<file path="src/rtl/trib_demux_pkg.sv">
package trib_demux_pkg;
  localparam int NUM_LANE   = 4;
  localparam int LANE_W     = 2;
  localparam int NUM_SET    = 4;
  localparam int SET_W      = 2;
  localparam int JC_ROWS    = NUM_SET - 1;
  localparam int RAI_POS    = 10;
  localparam int SN_POS     = 11;
  localparam int HDR_LEN    = 12;
  localparam int JC_LEN     = NUM_LANE;
  localparam int STUFF_END  = 2 * NUM_LANE;

  typedef struct packed {
    logic              active;
    logic              dataSlot;
    logic              stuffSlot;
    logic              jcSlot;
    logic              jcLast;
    logic              raiSlot;
    logic              snSlot;
    logic [LANE_W-1:0] lane;
    logic [SET_W-1:0]  jcRow;
  } slot_strobe_t;
endpackage

</file>
<file path="src/rtl/tribDemuxCtrl.sv">
module tribDemuxCtrl
  import trib_demux_pkg::*;
#(
  parameter int SET_LEN = 212
) (
  input  logic         clk,
  input  logic         rstN,
  input  logic         inEn,
  input  logic         frameStart,
  output slot_strobe_t strb
);
  localparam int POS_W = $clog2(SET_LEN);
  localparam logic [POS_W-1:0] LAST_POS  = POS_W'(SET_LEN - 1);
  localparam logic [POS_W-1:0] RAI_P     = POS_W'(RAI_POS);
  localparam logic [POS_W-1:0] SN_P      = POS_W'(SN_POS);
  localparam logic [POS_W-1:0] HDR_P     = POS_W'(HDR_LEN);
  localparam logic [POS_W-1:0] JC_P      = POS_W'(JC_LEN);
  localparam logic [POS_W-1:0] STUFF_P   = POS_W'(STUFF_END);
  localparam logic [SET_W-1:0] FIRST_SET = '0;
  localparam logic [SET_W-1:0] LAST_SET  = SET_W'(NUM_SET - 1);

  logic [POS_W-1:0] bitCnt;
  logic [SET_W-1:0] setCnt;
  logic             locked;

  logic [POS_W-1:0] curPos;
  logic [SET_W-1:0] curSet;
  logic             active;
  logic             inFirst;
  logic             inLast;
  logic             inJcField;
  logic             inStuffField;

  always_comb begin
    curPos       = frameStart ? '0 : bitCnt;
    curSet       = frameStart ? FIRST_SET : setCnt;
    active       = inEn & (frameStart | locked);
    inFirst      = (curSet == FIRST_SET);
    inLast       = (curSet == LAST_SET);
    inJcField    = (curPos < JC_P);
    inStuffField = inLast & ~inJcField & (curPos < STUFF_P);
  end

  always_comb begin
    strb           = '0;
    strb.active    = active;
    strb.lane      = curPos[LANE_W-1:0];
    strb.jcRow     = SET_W'(curSet - SET_W'(1));
    if (active) begin
      if (inFirst) begin
        strb.raiSlot  = (curPos == RAI_P);
        strb.snSlot   = (curPos == SN_P);
        strb.dataSlot = (curPos >= HDR_P);
      end else begin
        strb.jcSlot    = inJcField;
        strb.jcLast    = inLast & (curPos == JC_P - POS_W'(1));
        strb.stuffSlot = inStuffField;
        strb.dataSlot  = ~inJcField & ~inStuffField;
      end
    end
  end

  always_ff @(posedge clk) begin
    if (!rstN) begin
      bitCnt <= '0;
      setCnt <= '0;
      locked <= 1'b0;
    end else if (active) begin
      locked <= 1'b1;
      if (curPos == LAST_POS) begin
        bitCnt <= '0;
        setCnt <= SET_W'(curSet + SET_W'(1));
      end else begin
        bitCnt <= curPos + POS_W'(1);
        setCnt <= curSet;
      end
    end
  end

  // the position counter never leaves the set
  p_pos_bound_r2: assert property (@(posedge clk) disable iff (!rstN)
    bitCnt <= LAST_POS);

  // an idle cycle leaves the frame position untouched
  p_idle_hold_r8: assert property (@(posedge clk) disable iff (!rstN)
    (!inEn) |=> $stable({bitCnt, setCnt}));

  // nothing is strobed before the first frame start
  p_prelock_quiet_r9: assert property (@(posedge clk) disable iff (!rstN)
    (!locked && !frameStart) |-> !(strb.dataSlot || strb.stuffSlot || strb.jcSlot));
endmodule

</file>
<file path="src/rtl/tribDemuxData.sv">
module tribDemuxData
  import trib_demux_pkg::*;
#(
  parameter int SET_LEN = 212
) (
  input  logic                clk,
  input  logic                rstN,
  input  logic                inBit,
  input  slot_strobe_t        strb,
  output logic [NUM_LANE-1:0] tribData,
  output logic [NUM_LANE-1:0] tribValid,
  output logic [NUM_LANE-1:0] jcFix,
  output logic                raiBit,
  output logic                snBit
);
  localparam int MIN_LEN = HDR_LEN;
  localparam bit LEN_OK  = (SET_LEN >= MIN_LEN) && (SET_LEN % NUM_LANE == 0);

  logic raiHold;

  generate
    if (!LEN_OK) begin : g_bad_len
      initial $display("tribDemuxData: SET_LEN must be a multiple of four and at least twelve");
    end
  endgenerate

  generate
    for (genvar l = 0; l < NUM_LANE; l++) begin : g_lane
      logic [JC_ROWS-1:0] jcCol;
      logic               lastVote;
      logic               voteA;
      logic               voteB;
      logic               voteC;
      logic               majority;
      logic               split;
      logic               laneHit;
      logic               take;
      logic               dropQ;
      logic               validQ;
      logic               dataQ;
      logic               fixQ;

      if (l == NUM_LANE - 1) begin : g_live
        assign lastVote = inBit;
      end else begin : g_held
        assign lastVote = jcCol[JC_ROWS-1];
      end

      always_comb begin
        voteA    = jcCol[0];
        voteB    = jcCol[1];
        voteC    = lastVote;
        majority = (voteA & voteB) | (voteA & voteC) | (voteB & voteC);
        split    = ~((voteA & voteB & voteC) | ~(voteA | voteB | voteC));
        laneHit  = (strb.lane == LANE_W'(l));
        take     = strb.active & laneHit &
                   (strb.dataSlot | (strb.stuffSlot & ~dropQ));
      end

      always_ff @(posedge clk) begin
        if (!rstN) begin
          jcCol  <= '0;
          dropQ  <= 1'b0;
          validQ <= 1'b0;
          dataQ  <= 1'b0;
          fixQ   <= 1'b0;
        end else begin
          if (strb.jcSlot && laneHit) begin
            jcCol[strb.jcRow] <= inBit;
          end
          if (strb.jcLast) begin
            dropQ <= majority;
          end
          fixQ   <= strb.jcLast & split;
          validQ <= take;
          if (take) begin
            dataQ <= inBit;
          end
        end
      end

      assign tribValid[l] = validQ;
      assign tribData[l]  = dataQ;
      assign jcFix[l]     = fixQ;
    end
  endgenerate

  always_ff @(posedge clk) begin
    if (!rstN) begin
      raiHold <= 1'b0;
      raiBit  <= 1'b0;
      snBit   <= 1'b0;
    end else begin
      if (strb.raiSlot) begin
        raiHold <= inBit;
      end
      if (strb.snSlot) begin
        raiBit <= raiHold;
        snBit  <= inBit;
      end
    end
  end

  // at most one lane strobes per cycle
  p_one_lane_r2: assert property (@(posedge clk) disable iff (!rstN)
    $onehot0(tribValid));

  // a control bit never becomes lane data
  p_jc_not_data_r3: assert property (@(posedge clk) disable iff (!rstN)
    strb.jcSlot |=> (tribValid == '0));

  // header positions never become lane data
  p_hdr_not_data_r1: assert property (@(posedge clk) disable iff (!rstN)
    (strb.raiSlot || strb.snSlot) |=> (tribValid == '0));

  // no strobe follows an idle cycle
  p_idle_quiet_r8: assert property (@(posedge clk) disable iff (!rstN)
    (!strb.active) |=> (tribValid == '0));

  // alarm and national outputs move only after the national bit
  p_rs_hold_r6: assert property (@(posedge clk) disable iff (!rstN)
    (!strb.snSlot) |=> $stable({raiBit, snBit}));

  // the correction flag appears only after the last control bit
  p_fix_timing_r7: assert property (@(posedge clk) disable iff (!rstN)
    (!strb.jcLast) |=> (jcFix == '0));
endmodule

</file>
<file path="src/rtl/tribDemux.sv">
module tribDemux
  import trib_demux_pkg::*;
#(
  parameter int SET_LEN = 212
) (
  input  logic                clk,
  input  logic                rstN,
  input  logic                inEn,
  input  logic                frameStart,
  input  logic                inBit,
  output logic [NUM_LANE-1:0] tribData,
  output logic [NUM_LANE-1:0] tribValid,
  output logic [NUM_LANE-1:0] jcFix,
  output logic                raiBit,
  output logic                snBit
);
  slot_strobe_t strb;

  tribDemuxCtrl #(.SET_LEN(SET_LEN)) i_ctrl (
    .clk        (clk),
    .rstN       (rstN),
    .inEn       (inEn),
    .frameStart (frameStart),
    .strb       (strb)
  );

  tribDemuxData #(.SET_LEN(SET_LEN)) i_data (
    .clk       (clk),
    .rstN      (rstN),
    .inBit     (inBit),
    .strb      (strb),
    .tribData  (tribData),
    .tribValid (tribValid),
    .jcFix     (jcFix),
    .raiBit    (raiBit),
    .snBit     (snBit)
  );
endmodule

</file>
<file path="config.mk">
export PLATFORM = sky130hd
export DESIGN_NAME = tribDemux
export DESIGN_NICKNAME = d
export VERILOG_FILES = /design/src/rtl/trib_demux_pkg.sv /design/src/rtl/tribDemuxCtrl.sv /design/src/rtl/tribDemuxData.sv /design/src/rtl/tribDemux.sv
export SDC_FILE = /design/constraint.sdc
export NUM_CORES = 1
export LEC_CHECK = 0
export BUFFER_PORTS_ARGS = -buffer_cell sky130_fd_sc_hd__buf_2
export CAP_MARGIN = 20
export CORE_MARGIN = 1.5
export CORE_UTILIZATION = 56
export CTS_BUF_LIST = sky130_fd_sc_hd__clkbuf_16
export CTS_CLUSTER_DIAMETER = 40
export CTS_CLUSTER_SIZE = 25
export DETAILED_ROUTE_END_ITERATION = 16
export PLACE_DENSITY = 0.86
export SYNTH_ARGS = -nofsm -noshare
export SYNTH_HDL_FRONTEND = slang
export SYNTH_SLANG_ARGS = --single-unit
</file>
<file path="constraint.sdc">
create_clock -name clk -period 3.05 [get_ports clk]
set_clock_uncertainty 0.05 [all_clocks]
set_input_delay 0.305 -clock clk [delete_from_list [all_inputs] [get_ports clk]]
set_output_delay 0.305 -clock clk [all_outputs]
set_load 0.02 [all_outputs]
</file>
==> impl_results.md <==
* Number of global-route vias before repair at 1503
* Worst r2r dst: i_data.g_lane[2].dataQ$_SDFFE_PN0P_
* Root Buffer: clkbuf_16
* CP required at 3.14 ns
* Normalized max-slew margin at 53.4%
* Worst Path Arrival at 2.11 ns
* Worst IR Drop VDD at 0.230 mV
* Seq/Total Area, Yosys at 38.1%
* Unrepaired setup endpoints after global routing: false
* Top cells by area, synth: dfxtp_1 (38%), ha_1 (5.2%), mux2i_1 (5.1%)
* Critical-path top delay cell: or3b_2
* Router iterations before antenna repair at 4
* Depth of the worst hold-timing path at 3
* Hold-fix buffers, CTS at 0
* Clock latency at the later pin of the worst-skew pair at 0.28 ns
* Critical path fanouts, max at 4
* Count leader, synth: dfxtp_1
* #FFs+latches synth at 41
* Leakage at 1.01 nW
* Nets at 256
* Largest net degree at the start of global routing at 24
* Area of the core at 3690 um^2
* WHS Endpoint: i_data.snBit$_SDFFE_PN0P_
* GRT overflow at 0
* Final period util at 66.3%
* Post-layout worst setup margin at 1.03 ns
* Initial core utilization at 58.4%
* Die height at 65.0 um
* CP Cell Sequence: nand2_1 > inv_1 > ha_1 > or3b_2 > a41oi_2 > o21ai_1 > mux2i_1
* First-pass GRT wire length at 7.04 mm
* HP Class: in2reg
* Area Overhead vs Synth at 8.25%
* Residual DRC at 0
* Outcome: complete, no violations
* Cts bufs inserted at 5
* Initial antenna violation count at 0
* IO Count at 19
* Setup violations, final at 0
* Register-to-Register Setup Slack at 1.03 ns
* Dpl hpwl at 2.93 mm
* Antenna cells at 0
* Worst Setup Path Type: reg2reg
* FP Rows at 22
* Top_reg_cell synth: dfxtp_1
* Port bufs at 18
* Wirelength, routed at 4.20 mm
* Worst setup EP type: flip-flop
* Synth warn at 0
* TritonCTS Sinks at 41
* CTS tree: built
* Setup TNS at 0 ns
* Max Fclk at 494 MHz
* Tot GR Track Use at 21.5%
* Syn Inst Count at 237
* H-tree levels at 2
* GPL Wtd Cong at 0.843
* Cells on worst reg2reg path at 7
* Syn_area_per_cell at 9.09 um^2
* Fin. Hold Viols at 0
* Async SR Flop Fraction at 0%
* Worst R2R Start: i_ctrl.setCnt[0]$_SDFFE_PN0P_
* Vias at 1739
* Top cells by count, synth: dfxtp_1 (41), nand2_1 (26), nor2_1 (20), buf_4 (13)
* Least-Margin Pin Slew at 0.699 ns
* Power density cells at 468 nW/um^2
* Slew Limit Fails at 0
* Worst path max stage delay at 0.45 ns
* Clk pin slew, worst setup/hold paths at 0.06 ns
* Hold_sp: inBit
* Post-DRT Antenna Nets at 0
* Crit path max-delay family: simple AND/OR/NAND/NOR gates
* Per-cell routed wire length at 14.4 um
* Max cap viols at 0
* Top cell type by total area after synthesis: dfxtp_1
* Unique cell type count in the Yosys netlist at 42
* Syn_nets at 251
* Minimum clock period at 2.02 ns
* Die width at 65.0 um
* Share of layout cells above drive strength 1 at 16.0%
* Number of synthesized flops with an enable pin at 0
* Clk buf depth at 2
* Placement Setup Slack at 0.841 ns
* Post-cts gate resize count at 0
* Drt first-iter violations at 113
* Total die area at 4230 um^2
* Synth Cell Area at 2150 um^2
* Post-CTS setup buffer count at 0
* CP bufs+invs at 1
* Routed vias/inst at 5.98
* CP startpoint kind: flip-flop
* Area share of the largest cell type after synthesis at 38.1%
[layer usage]
metal | global-route usage (%) | share of wire, % | wire (um)
met5 | 0 | 0 | 0
met4 | 7.29 | 1.4 | 59
met3 | 4.69 | 4.9 | 205
met2 | 34.7 | 47 | 1990
met1 | 28.7 | 46 | 1950
[worst register-to-register path, stage by stage (launching register included)]
cell and delay, ns:
dfxtp_1 0.31, nand2_1 0.12, inv_1 0.10, ha_1 0.24, or3b_2 0.46, a41oi_2 0.30
o21ai_1 0.18, mux2i_1 0.14
[flip-flops by register name, indices dropped and copies added, names as in the netlist, 2 cells and up]
name                  flops
i_data.g_lane.jcCol      11
i_ctrl.setCnt             2
i_data.g_lane.validQ      4
i_data.g_lane.dataQ       4
i_data.g_lane.dropQ       4
i_data.g_lane.fixQ        4
i_ctrl.bitCnt             8
[cell type report]
| cell class | instances | area, um^2 |
|---|---|---|
| inverter | 8 | 30.0 |
| sequential | 41 | 821 |
| clock inverter | 3 | 17.5 |
| timing repair buffer | 21 | 113 |
| clock buffer | 5 | 125 |
| fill | 309 | 1360 |
| tap | 48 | 60.1 |
| multi-input combinational | 165 | 1160 |
[power by group]
part           leakage (nW)   total, W  internal (W)  switching, W
Sequential            0.331   0.000541      0.000538    0.00000314
Clock                0.0696   0.000501      0.000299      0.000202
Combinational         0.613  0.0000476     0.0000122     0.0000354
[logic make-up (layout without fill, tap and decap cells)]
kind of cell	Yosys count	in the layout	synth area share (%)
buffers and inverters	31	37	7.79
AO/OA/AOI/OAI	53	53	19.7
AND/OR/NAND/NOR	87	87	21.8
adder cells (fa/ha/maj)	13	13	7.09
flip-flops	41	41	38.1
multiplexers	11	11	5.11
XOR/XNOR	1	1	0.407
[through the flow]
stage               std cells  cell area, um^2  total power, W  hold slack, ns  util, %
finish                    291             2330         0.00109           0.312     63.2
global route              291             2330         0.00113           0.338     63.2
CTS                       291             2330         0.00110           0.304     63.2
detailed placement        283             2190        0.000600           0.407     59.3
global placement          283             2190        0.000599           0.396     59.3
floorplan                 237             2150        0.000586           0.389        -
[worst max path at each step]
stage	from	to	slack (ns)	depth (start not counted)
after global placement	frameStart	i_data.g_lane[2].dataQ$_SDFFE_PN0P_	0.86	8
after floorplan	frameStart	i_data.g_lane[0].dataQ$_SDFFE_PN0P_	0.79	10
final	i_ctrl.setCnt[0]$_SDFFE_PN0P_	i_data.g_lane[2].dataQ$_SDFFE_PN0P_	1.03	7
after CTS	i_ctrl.setCnt[0]$_SDFFE_PN0P_	i_data.g_lane[2].dataQ$_SDFFE_PN0P_	1.04	7
after global routing	i_ctrl.bitCnt[0]$_SDFFE_PN0P_	i_ctrl.bitCnt[2]$_SDFFE_PN0P_	0.82	7
after detailed placement	frameStart	i_data.g_lane[2].dataQ$_SDFFE_PN0P_	0.84	8
[cell usage in the layout, fill, tap and decap left out, types with 2 or more instances in the layout]
master	synthesis	layout
buf_4	13	3
nor4_1	4	4
o21ai_0	2	2
o21bai_1	3	3
nand3b_1	2	2
maj3_1	4	4
clkinv_2	0	2
inv_1	8	8
nand2_1	26	26
nand3_1	7	7
o211a_1	2	2
a211oi_1	2	2
nor3_1	5	5
nand2b_1	4	4
nand4b_1	3	3
and3_1	5	5
o31ai_1	11	11
buf_2	2	18
o21ai_1	2	2
nor3_2	4	4
and4b_1	2	2
o2111ai_1	6	6
dfxtp_1	41	41
o211ai_1	11	11
clkbuf_16	0	5
a21oi_1	2	2
nor2_1	20	20
a31oi_1	4	4
ha_1	9	9
mux2i_1	11	11
a22oi_1	2	2
Note: power is estimated with default switching activity, not from simulation.
